===== config.mk =====
export PLATFORM = sky130hd
export DESIGN_NAME = hrs_serializer
export DESIGN_NICKNAME = d
export VERILOG_FILES = /design/src/rtl/hrs_pkg.sv /design/src/rtl/hrs_rr_arbiter.sv /design/src/rtl/hrs_lock_table.sv /design/src/rtl/hrs_wb_path.sv /design/src/rtl/hrs_serializer.sv
export SDC_FILE = /design/constraint.sdc
export NUM_CORES = 1
export LEC_CHECK = 0
export ABC_AREA = 1
export BUFFER_PORTS_ARGS = -buffer_cell sky130_fd_sc_hd__buf_4
export CAP_MARGIN = 20
export CORE_ASPECT_RATIO = 2
export CORE_MARGIN = 3
export CORE_UTILIZATION = 25
export CTS_CLUSTER_DIAMETER = 100
export DETAILED_ROUTE_END_ITERATION = 10
export SETUP_SLACK_MARGIN = 0.4
export SLEW_MARGIN = 20
export SYNTH_ARGS = -nofsm -noshare
export SYNTH_HDL_FRONTEND = slang
export SYNTH_SLANG_ARGS = --single-unit

===== constraint.sdc =====
create_clock -name clk -period 2.7 [get_ports clk]
set_clock_uncertainty 0.05 [all_clocks]
set_input_delay 0.405 -clock clk [delete_from_list [all_inputs] [get_ports clk]]
set_output_delay 0.405 -clock clk [all_outputs]
set_load 0.05 [all_outputs]

===== src/rtl/hrs_pkg.sv =====
// Shared types for the home request serializer.
// Assumes: request kinds are encoded in a single bit.
package hrs_pkg;
    typedef enum logic {
        KIND_READ = 1'b0,
        KIND_WB   = 1'b1
    } req_kind_e;
endpackage


===== src/rtl/hrs_rr_arbiter.sv =====
// Round-robin arbiter: grants the first requester after the last winner.
// Assumes: req is sampled combinationally; pointer advances only on a grant.
module hrs_rr_arbiter #(
    parameter int N     = 3,
    localparam int IDXW = (N > 1) ? $clog2(N) : 1
) (
    input  logic         clk,
    input  logic         rst_n,
    input  logic [N-1:0] req,
    output logic [N-1:0] gnt,
    output logic [IDXW-1:0] gnt_idx,
    output logic         gnt_any
);
    logic [IDXW-1:0] last_q;

    // Search the requesters in cyclic order starting after the last winner.
    always_comb begin
        gnt     = '0;
        gnt_idx = '0;
        gnt_any = 1'b0;
        for (int off = 1; off <= N; off++) begin
            int idx;
            idx = (int'(last_q) + off) % N;
            if (!gnt_any && req[idx]) begin
                gnt_any     = 1'b1;
                gnt[idx]    = 1'b1;
                gnt_idx     = IDXW'(idx);
            end
        end
    end

    // Remember the winner; reset makes source 0 the first choice.
    always_ff @(posedge clk) begin
        if (!rst_n)
            last_q <= IDXW'(N - 1);
        else if (gnt_any)
            last_q <= gnt_idx;
    end
endmodule


===== src/rtl/hrs_lock_table.sv =====
// One lock flag per line address: set on forward, cleared on completion.
// Assumes: a set and a clear of the same line in one cycle leave it locked.
module hrs_lock_table #(
    parameter int ADDR_W = 4,
    localparam int NLINE = 1 << ADDR_W
) (
    input  logic              clk,
    input  logic              rst_n,
    input  logic              set_en,
    input  logic [ADDR_W-1:0] set_addr,
    input  logic              clr_en,
    input  logic [ADDR_W-1:0] clr_addr,
    output logic [NLINE-1:0]  locked
);
    // Update each flag; the set has priority over the clear.
    for (genvar g = 0; g < NLINE; g++) begin : g_line
        always_ff @(posedge clk) begin
            if (!rst_n)
                locked[g] <= 1'b0;
            else if (set_en && set_addr == ADDR_W'(g))
                locked[g] <= 1'b1;
            else if (clr_en && clr_addr == ADDR_W'(g))
                locked[g] <= 1'b0;
        end
    end
endmodule


===== src/rtl/hrs_wb_path.sv =====
// Writeback data path: memory write one cycle after data, ack one after that.
// Assumes: memory accepts a write every cycle; no backpressure on acks.
module hrs_wb_path #(
    parameter int ADDR_W = 4,
    parameter int DATA_W = 8,
    parameter int SRC_W  = 2
) (
    input  logic              clk,
    input  logic              rst_n,
    input  logic              wbd_valid,
    input  logic [SRC_W-1:0]  wbd_src,
    input  logic [ADDR_W-1:0] wbd_addr,
    input  logic [DATA_W-1:0] wbd_data,
    output logic              mem_we,
    output logic [ADDR_W-1:0] mem_addr,
    output logic [DATA_W-1:0] mem_wdata,
    output logic              ack_valid,
    output logic [SRC_W-1:0]  ack_dst
);
    logic [SRC_W-1:0] wr_src_q;

    // Stage 1: register the memory write and keep the writer's number.
    always_ff @(posedge clk) begin
        if (!rst_n) begin
            mem_we    <= 1'b0;
            mem_addr  <= '0;
            mem_wdata <= '0;
            wr_src_q  <= '0;
        end else begin
            mem_we    <= wbd_valid;
            mem_addr  <= wbd_addr;
            mem_wdata <= wbd_data;
            wr_src_q  <= wbd_src;
        end
    end

    // Stage 2: acknowledge the writer once its write has been issued.
    always_ff @(posedge clk) begin
        if (!rst_n) begin
            ack_valid <= 1'b0;
            ack_dst   <= '0;
        end else begin
            ack_valid <= mem_we;
            ack_dst   <= wr_src_q;
        end
    end
endmodule


===== src/rtl/hrs_serializer.sv =====
// Home request serializer: orders same-line requests from several sources,
// broadcasts the winner, and locks the line until the source's completion
// notice (relaxed: data phase may still be open). Also runs writebacks.
// Assumes: sources hold a request until accepted; completions are well formed.
module hrs_serializer #(
    parameter int N_SRC  = 3,
    parameter int ADDR_W = 4,
    parameter int DATA_W = 8,
    localparam int SRC_W = (N_SRC > 1) ? $clog2(N_SRC) : 1,
    localparam int NLINE = 1 << ADDR_W
) (
    input  logic                    clk,
    input  logic                    rst_n,
    input  logic [N_SRC-1:0]        req_valid,
    input  logic [N_SRC*ADDR_W-1:0] req_addr,
    input  logic [N_SRC-1:0]        req_wb,
    output logic [N_SRC-1:0]        req_ready,
    output logic                    fwd_valid,
    output logic [SRC_W-1:0]        fwd_src,
    output logic [ADDR_W-1:0]       fwd_addr,
    output logic                    fwd_wb,
    input  logic                    cmp_valid,
    input  logic [ADDR_W-1:0]       cmp_addr,
    input  logic                    wbd_valid,
    input  logic [SRC_W-1:0]        wbd_src,
    input  logic [ADDR_W-1:0]       wbd_addr,
    input  logic [DATA_W-1:0]       wbd_data,
    output logic                    mem_we,
    output logic [ADDR_W-1:0]       mem_addr,
    output logic [DATA_W-1:0]       mem_wdata,
    output logic                    ack_valid,
    output logic [SRC_W-1:0]        ack_dst
);
    import hrs_pkg::*;

    logic [NLINE-1:0]  locked;
    logic [N_SRC-1:0]  eligible;
    logic [N_SRC-1:0]  gnt;
    logic [SRC_W-1:0]  gnt_idx;
    logic              gnt_any;
    logic [ADDR_W-1:0] win_addr;
    req_kind_e         win_kind;

    // A source is eligible when it offers a request to an unlocked line.
    for (genvar s = 0; s < N_SRC; s++) begin : g_elig
        assign eligible[s] = req_valid[s] && !locked[req_addr[s*ADDR_W +: ADDR_W]];
    end

    hrs_rr_arbiter #(.N(N_SRC)) u_arb (
        .clk     (clk),
        .rst_n   (rst_n),
        .req     (eligible),
        .gnt     (gnt),
        .gnt_idx (gnt_idx),
        .gnt_any (gnt_any)
    );

    assign req_ready = gnt;

    // Select the address and kind of the winning source.
    always_comb begin
        win_addr = '0;
        win_kind = KIND_READ;
        for (int s = 0; s < N_SRC; s++) begin
            if (gnt[s]) begin
                win_addr = req_addr[s*ADDR_W +: ADDR_W];
                win_kind = req_kind_e'(req_wb[s]);
            end
        end
    end

    hrs_lock_table #(.ADDR_W(ADDR_W)) u_lock (
        .clk      (clk),
        .rst_n    (rst_n),
        .set_en   (gnt_any),
        .set_addr (win_addr),
        .clr_en   (cmp_valid),
        .clr_addr (cmp_addr),
        .locked   (locked)
    );

    // Register the forwarded snoop broadcast to all nodes.
    always_ff @(posedge clk) begin
        if (!rst_n) begin
            fwd_valid <= 1'b0;
            fwd_src   <= '0;
            fwd_addr  <= '0;
            fwd_wb    <= 1'b0;
        end else begin
            fwd_valid <= gnt_any;
            fwd_src   <= gnt_idx;
            fwd_addr  <= win_addr;
            fwd_wb    <= (win_kind == KIND_WB);
        end
    end

    hrs_wb_path #(.ADDR_W(ADDR_W), .DATA_W(DATA_W), .SRC_W(SRC_W)) u_wb (
        .clk       (clk),
        .rst_n     (rst_n),
        .wbd_valid (wbd_valid),
        .wbd_src   (wbd_src),
        .wbd_addr  (wbd_addr),
        .wbd_data  (wbd_data),
        .mem_we    (mem_we),
        .mem_addr  (mem_addr),
        .mem_wdata (mem_wdata),
        .ack_valid (ack_valid),
        .ack_dst   (ack_dst)
    );
endmodule


## After elaboration in Yosys (flattened, before gate mapping)

Index checks and enable logic that the tools add are counted.
W data, S select, Z words.

- Register bits after elaboration: 44
- Input bits: 40
- Output and inout bits: 27
- Word-level logic and storage cells: 205

- Add/subtract/negate cells: 3
- Div/mod/pow operators: 3
- Magnitude comparators: 9
- Equal/unequal tests: 30
- Muxes and demuxes: 68
- Bitwise logic cells: 2
- Reductions and logical operators: 63

Operator list:

| cell | count |
|---|---|
| $ge A32 B1 Y1 const B | 3 |
| $lt A32 B4 Y1 const B | 3 |
| $mod A32 B3 Y32 const B | 3 |
| $eq A4 B4 Y1 const B | 16 |
| $mux W1 | 50 |
| $logic_and A1 B1 Y1 | 40 |
| $eq A4 B3 Y1 const B | 8 |
| $reduce_bool A2 Y1 | 16 |
| $eq A4 B2 Y1 const B | 4 |
| $lt A4 B5 Y1 const B | 3 |
| $bmux W1 S4 | 3 |
| $mux W4 | 3 |
| $mux W3 | 3 |
| $eq A4 B1 Y1 const B | 2 |
| $logic_not A4 Y1 | 2 |
| $add A2 B2 Y3 const B | 2 |
| $bmux W1 S2 | 3 |
| $demux W1 S2 | 3 |
| $mux W2 | 3 |
| $or A3 B3 Y3 | 2 |
| $logic_not A1 Y1 | 5 |
| $add A2 B1 Y3 const B | 1 |

## Longest topological paths before layout

- Word-level depth: 20
- Depth in mapped cells: 21
- Depth with buffers taken out: 20

## By module

From an unflattened synthesis, not the netlist that was laid out.

- Cell total of the unflattened synthesis: 398
- Area, all modules: 2597.5 µm²

By module, submodules not included:

| module | times used | cells an instance | area each (µm²) | sequential area each (µm²) |
|---|---|---|---|---|
| hrs_serializer | 1 | 162 | 882.1 | 160.2 |
| hrs_lock_table | 1 | 116 | 785.8 | 320.3 |
| hrs_wb_path | 1 | 56 | 529.3 | 360.3 |
| hrs_rr_arbiter | 1 | 64 | 400.4 | 40.0 |

## Worst setup path after synthesis

OpenSTA, ideal clock, no wires.

- Path type: in2reg
- From: in req_addr[8]
- To: reg u_lock.locked[5]
- Library setup time: 0.069 ns
- Arrival: 2.397 ns
- Data required time: 2.581 ns
- Path slack: 0.184 ns
- Cell stages on the path: 19
- Buffers on the path: 2
- Path through: buf_6 buf_6 o211ai_1 nand3_1 nand3_2 nand3_1 inv_2 nand2_2 nand2_4 inv_2 nand4_1 nand3_2 nand3_1 nand2_1 nand2_4 inv_2 nor2_4 nand2_1 a21oi_2

- Cells in the longest elaborated chain, start to end: 20
- Elaborated cells on any way between the ends: 32
- Classes of those cells: 1 x eq/ne; 21 x mux; 2 x bitwise; 8 x reduce/logical

Ends and longest elaborated chain:

| element | RTL line | RTL |
|---|---|---|
| start: declaration | hrs_serializer.sv:15 | `input logic [N_SRC*ADDR_W-1:0] req_addr,` |
| $bmux W1 S4 (*) | hrs_serializer.sv:46 | `assign eligible[s] = req_valid[s] && !locked[req_addr[s*ADDR_W +: ADDR_W]];` |
| $mux W1 (not written as such) (*) | hrs_serializer.sv:46 |  |
| $logic_not A1 Y1 (*) | hrs_serializer.sv:46 |  |
| $logic_and A1 B1 Y1 (*) | hrs_serializer.sv:46 |  |
| $bmux W1 S2 | hrs_rr_arbiter.sv:24 | `if (!gnt_any && req[idx]) begin` |
| $mux W1 (not written as such) (2 in a row) | hrs_rr_arbiter.sv:24 |  |
| $mux W1 | hrs_rr_arbiter.sv:24 |  |
| $logic_not A1 Y1 | hrs_rr_arbiter.sv:24 |  |
| (+2 left out) | -- |  |
| $logic_not A1 Y1 | hrs_rr_arbiter.sv:24 |  |
| $logic_and A1 B1 Y1 | hrs_rr_arbiter.sv:24 |  |
| $mux W3 (*) | hrs_rr_arbiter.sv:24 |  |
| net req_ready[0] | hrs_serializer.sv:17 | `output logic [N_SRC-1:0] req_ready,` |
| $mux W4 (*) (3 in a row) | hrs_serializer.sv:65 | `if (gnt[s]) begin` |
| $eq A4 B3 Y1 (*) | hrs_lock_table.sv:20 | `else if (set_en && set_addr == ADDR_W'(g))` |
| $logic_and A1 B1 Y1 (*) | hrs_lock_table.sv:20 |  |
| $mux W1 or $reduce_bool A2 Y1 (tied branches) | -- |  |
| end signal: indexed assignment | hrs_lock_table.sv:19 | `locked[g] <= 1'b0;` |
| end signal: indexed assignment | hrs_lock_table.sv:21 | `locked[g] <= 1'b1;` |
| end signal: indexed assignment | hrs_lock_table.sv:23 | `locked[g] <= 1'b0;` |
| end: declaration | hrs_lock_table.sv:13 | `output logic [NLINE-1:0] locked` |

Mark *: on every way through the listed nets, which the timed path passes. The rest lies on a longest branch. The select of a mux whose other input is x is not followed.
A chain may end at the register's enable or synchronous reset.

## Final worst setup path

- From: reg u_lock.locked[13]
- To: out req_ready[0]

- Cells in the longest elaborated chain, start to end: 14
- Elaborated cells on any way between the ends: 32
- Classes of those cells: 20 x mux; 2 x bitwise; 10 x reduce/logical

Ends and longest elaborated chain:

| element | RTL line |
|---|---|
| $bmux W1 S4 | hrs_serializer.sv:46 |
| $mux W1 (not written as such) | hrs_serializer.sv:46 |
| $logic_not A1 Y1 | hrs_serializer.sv:46 |
| $logic_and A1 B1 Y1 | hrs_serializer.sv:46 |
| $bmux W1 S2 | hrs_rr_arbiter.sv:24 |
| $mux W1 (not written as such) (2 in a row) | hrs_rr_arbiter.sv:24 |
| $mux W1 | hrs_rr_arbiter.sv:24 |
| $logic_not A1 Y1 | hrs_rr_arbiter.sv:24 |
| $logic_and A1 B1 Y1 | hrs_rr_arbiter.sv:24 |
| $mux W1 | hrs_rr_arbiter.sv:24 |
| $logic_not A1 Y1 | hrs_rr_arbiter.sv:24 |
| $logic_and A1 B1 Y1 | hrs_rr_arbiter.sv:24 |
| $mux W3 (*) | hrs_rr_arbiter.sv:24 |
| end: declaration | hrs_serializer.sv:17 |

Mark *: on every way between the ends. The rest lies on a longest branch, timed or not. The select of a mux whose other input is x is not followed.

==> results.toml <==
[setup_path]
start_kind = "flop"
crit_family = "simple AND/OR/NAND/NOR gates"
cp_num_buf_inv = 4
r2r-end = "u_lock.locked[6]"
r2r_setup_slack_ps = 300
endpoint_kind = "output pin"
r2r_start = "u_lock.locked[13]"
ff2ff_path_depth = 19
crit_arrival_ps = 2000
critPathMaxFanout = 7
required_ps = 2250
path_cells = "inv_2 > nand2_1 > o211ai_1 > nand3_1 > nand3_2 > nand3_2 > inv_2 > nand2_2 > nand2_4 > inv_6 > nand4_1 > nand3_4 > buf_8"
cp_slowest_cell = "dfxtp_1"
crit_type = "flop to output pin"
crit_cells = 13
cpPeakStageDelay_ps = 320

[route]
wl_per_cell_um = 13.6
routed_via_density = 4.59
drt_wl_total_mm = 8.20
first_pass_iters = 5
antenna_left = 0
dr_total_vias = 2772
drc = 0
first_iter_violations = 211

[clock_network]
clkLatencyLatePin_ps = 280
cts_tree = "built"
cts.sinks = 44
cts_buffer_depth = 2
cts_made_buffers = 5
htree_levels = 2
clkTransAtPathRegs_ps = 60
root_buffer = "clkbuf_16"

[cells_and_area]
final-seq-area_um2 = 900
nets = 512
diodes = 0
fin_util_pct = 37.3
area_growth_pct = 45.2
multiInputGateArea_um2 = 1600
nFillCells = 1090
drive_gt1_share_pct = 41.8

[power]
ir_drop_v = 0.000661
leakage_uw = 0.00185
p_per_area_nw_per_um2 = 1240

[placed_design]
gp_congestion = 0.921
portBuffers = 66
dp_hpwl_mm = 6.60

[global_routing]
grtUsageTotal_pct = 14.5
antenna_found_initial = 0
grt_pass1_wl_mm = 13.4
grt_pass1_vias = 2904
grt_max_degree = 24
overflow = 0

[floorplanning]
fp.dieH_um = 150
dieArea_um2 = 11800
die-width_um = 78.2
start_util_pct = 25.7
coreArea_um2 = 10100
pin_count = 67
row_count = 52

[hold_path]
min_to = "u_wb.mem_wdata[0]"
worstHoldStart = "wbd_data[0]"
min_path_type = "primary input to flop"
holdPathStages = 3

[sta]
min_period_ps = 2450
worst_pin_slew_ps = 327
hold_slack_ps = 250
hold_viol = 0
setup_violations = 0
report.final.slew_viol_count = 0
timing.slew.headroom_pct = 78.1
final.period_utilization_pct = 90.8
rsz0062_at_grt = "yes"
max_clock_freq_mhz = 408

[run]
drv_cap = 0

[logic_synthesis]
syn_inst = 385
syn_nets = 429
syn_area_um2 = 2600
ys_seq_area_share_pct = 33.8
syn_avg_cell_area_um2 = 6.77
synth.distinct_cells = 23
ys_ff_latch = 44
yosys_warnings = 0

[run_status]
status = "complete, no violations"
## state kept, by name, indices dropped and copies added (netlist names)
signal          count
fwd_addr            4
fwd_src             2
fwd_valid           1
fwd_wb              1
u_arb.last_q        2
u_lock.locked      16
u_wb.ack_dst        2
u_wb.ack_valid      1
u_wb.mem_addr       4
u_wb.mem_wdata      8
u_wb.mem_we         1
u_wb.wr_src_q       2
## through the flow
step / power, uW / instance area (um2) / setup TNS (ps) / worst slack (ps) / cells
final: 4710 / 3780 / 0 / 248 / 604
after global routing: 5040 / 3780 / 0 / 144 / 604
after CTS: 4500 / 3670 / 0 / 258 / 600
after detailed placement: 3400 / 3290 / -210 / -35.0 / 583
after global placement: 3380 / 3290 / -99.4 / -35.5 / 583
after floorplan: 2710 / 2650 / 0 / 346 / 385
## Yosys cell counts, drive strengths merged
| library cell | instances | share of area, % |
|---|---|---|
| buf | 5 | 1.9 |
| nand4 | 8 | 2.4 |
| clkinv | 1 | 0.14 |
| nand3 | 60 | 13 |
| dfxtp | 44 | 34 |
| a21oi | 27 | 6.9 |
| clkbuf | 5 | 0.72 |
| o21ai | 10 | 1.9 |
| nand2 | 118 | 19 |
| o211ai | 9 | 2.6 |
| inv | 70 | 10 |
| ha | 4 | 1.9 |
| nor2 | 24 | 5.1 |
## logic make-up (layout without fill, tap and decap cells)
| family | count (synthesis) | in the layout | synth area share, % |
|---|---|---|---|
| flops | 44 | 44 | 33.8 |
| fa+ha+maj | 4 | 4 | 1.92 |
| buf+inv | 81 | 165 | 12.8 |
| simple gates | 210 | 210 | 40.0 |
| compound gates | 46 | 46 | 11.4 |
## report_power, final
group          switching (uW)  leakage (uW)  internal [uW]  total, uW
registers                 104      0.000368            818        922
clock network             255     0.0000772            370        624
logic                    1970       0.00140           1190       3160
total                    2330       0.00185           2380       4710
## worst max-delay path by stage
| stage | startpoint | end |
|---|---|---|
| finish | u_lock.locked[13] | req_ready[0] |
| global route | u_lock.locked[5] | req_ready[1] |
| CTS | u_lock.locked[5] | req_ready[1] |
| detailed placement | req_addr[0] | u_lock.locked[6] |
| global placement | req_addr[0] | u_lock.locked[6] |
| floorplan | req_addr[8] | u_lock.locked[5] |
## area by class of cell
cell class,instances,area share (%)
Clock buffer,6,3.67
Clock inverter,2,0.364
Inverter,71,7.51
Multi-Input combinational cell,260,42.2
Sequential cell,44,23.8
Tap cell,135,4.47
Timing Repair Buffer,86,18.0
## worst reg2reg max path: cells and delay by family, from the launching register on
| kind | cells | cell delay [ps] |
|---|---|---|
| flip-flops | 1 | 340 |
| buffers and inverters | 4 | 330 |
| AND/OR/NAND/NOR | 13 | 1410 |
| AO/OA/AOI/OAI | 2 | 200 |
## cells in the final DEF (no fill, tap or decap)
| cell | instances |
|---|---|
| nand2_2 | 12 |
| a21oi_4 | 2 |
| a21oi_1 | 11 |
| inv_1 | 51 |
| nand2_1 | 97 |
| ha_4 | 1 |
| a21oi_2 | 14 |
| nor2_1 | 15 |
| nand4_4 | 1 |
| buf_4 | 80 |
| clkinv_2 | 1 |
| nand2_8 | 1 |
| dfxtp_2 | 12 |
| nor2_4 | 6 |
| nor2_2 | 2 |
| inv_6 | 2 |
| dfxtp_4 | 1 |
| inv_4 | 5 |
| inv_2 | 14 |
| buf_8 | 3 |
| nand2_4 | 8 |
| clkbuf_8 | 1 |
| nand4_2 | 1 |
| buf_6 | 3 |
| nand3_1 | 40 |
| nor2_8 | 1 |
| clkbuf_16 | 5 |
| nand3_2 | 16 |
| o21ai_0 | 8 |
| ha_1 | 3 |
| nand4_1 | 6 |
| o21ai_1 | 2 |
| o211ai_1 | 9 |
| nand3_4 | 4 |
| dfxtp_1 | 31 |
## per-layer routing
| metal | global-route usage (%) | up-vias | share of wire [%] |
|---|---|---|---|
| li1 | - | 1384 | - |
| met1 | 13.4 | 1260 | 34 |
| met2 | 28.0 | 95 | 55 |
| met3 | 2.34 | 33 | 4.4 |
| met4 | 10.3 | 0 | 7.1 |
| met5 | 0 | - | 0 |
## timing repair
action | 4_1_cts | 5_1_grt
setup endpoints to repair | 21 | 22
pin swaps | 19 | 25
buffers inserted | 9 | 4
hold buffers | 0 | 0
gates resized for setup | 56 | 24
No activity file was read; power rests on OpenSTA's default activity.
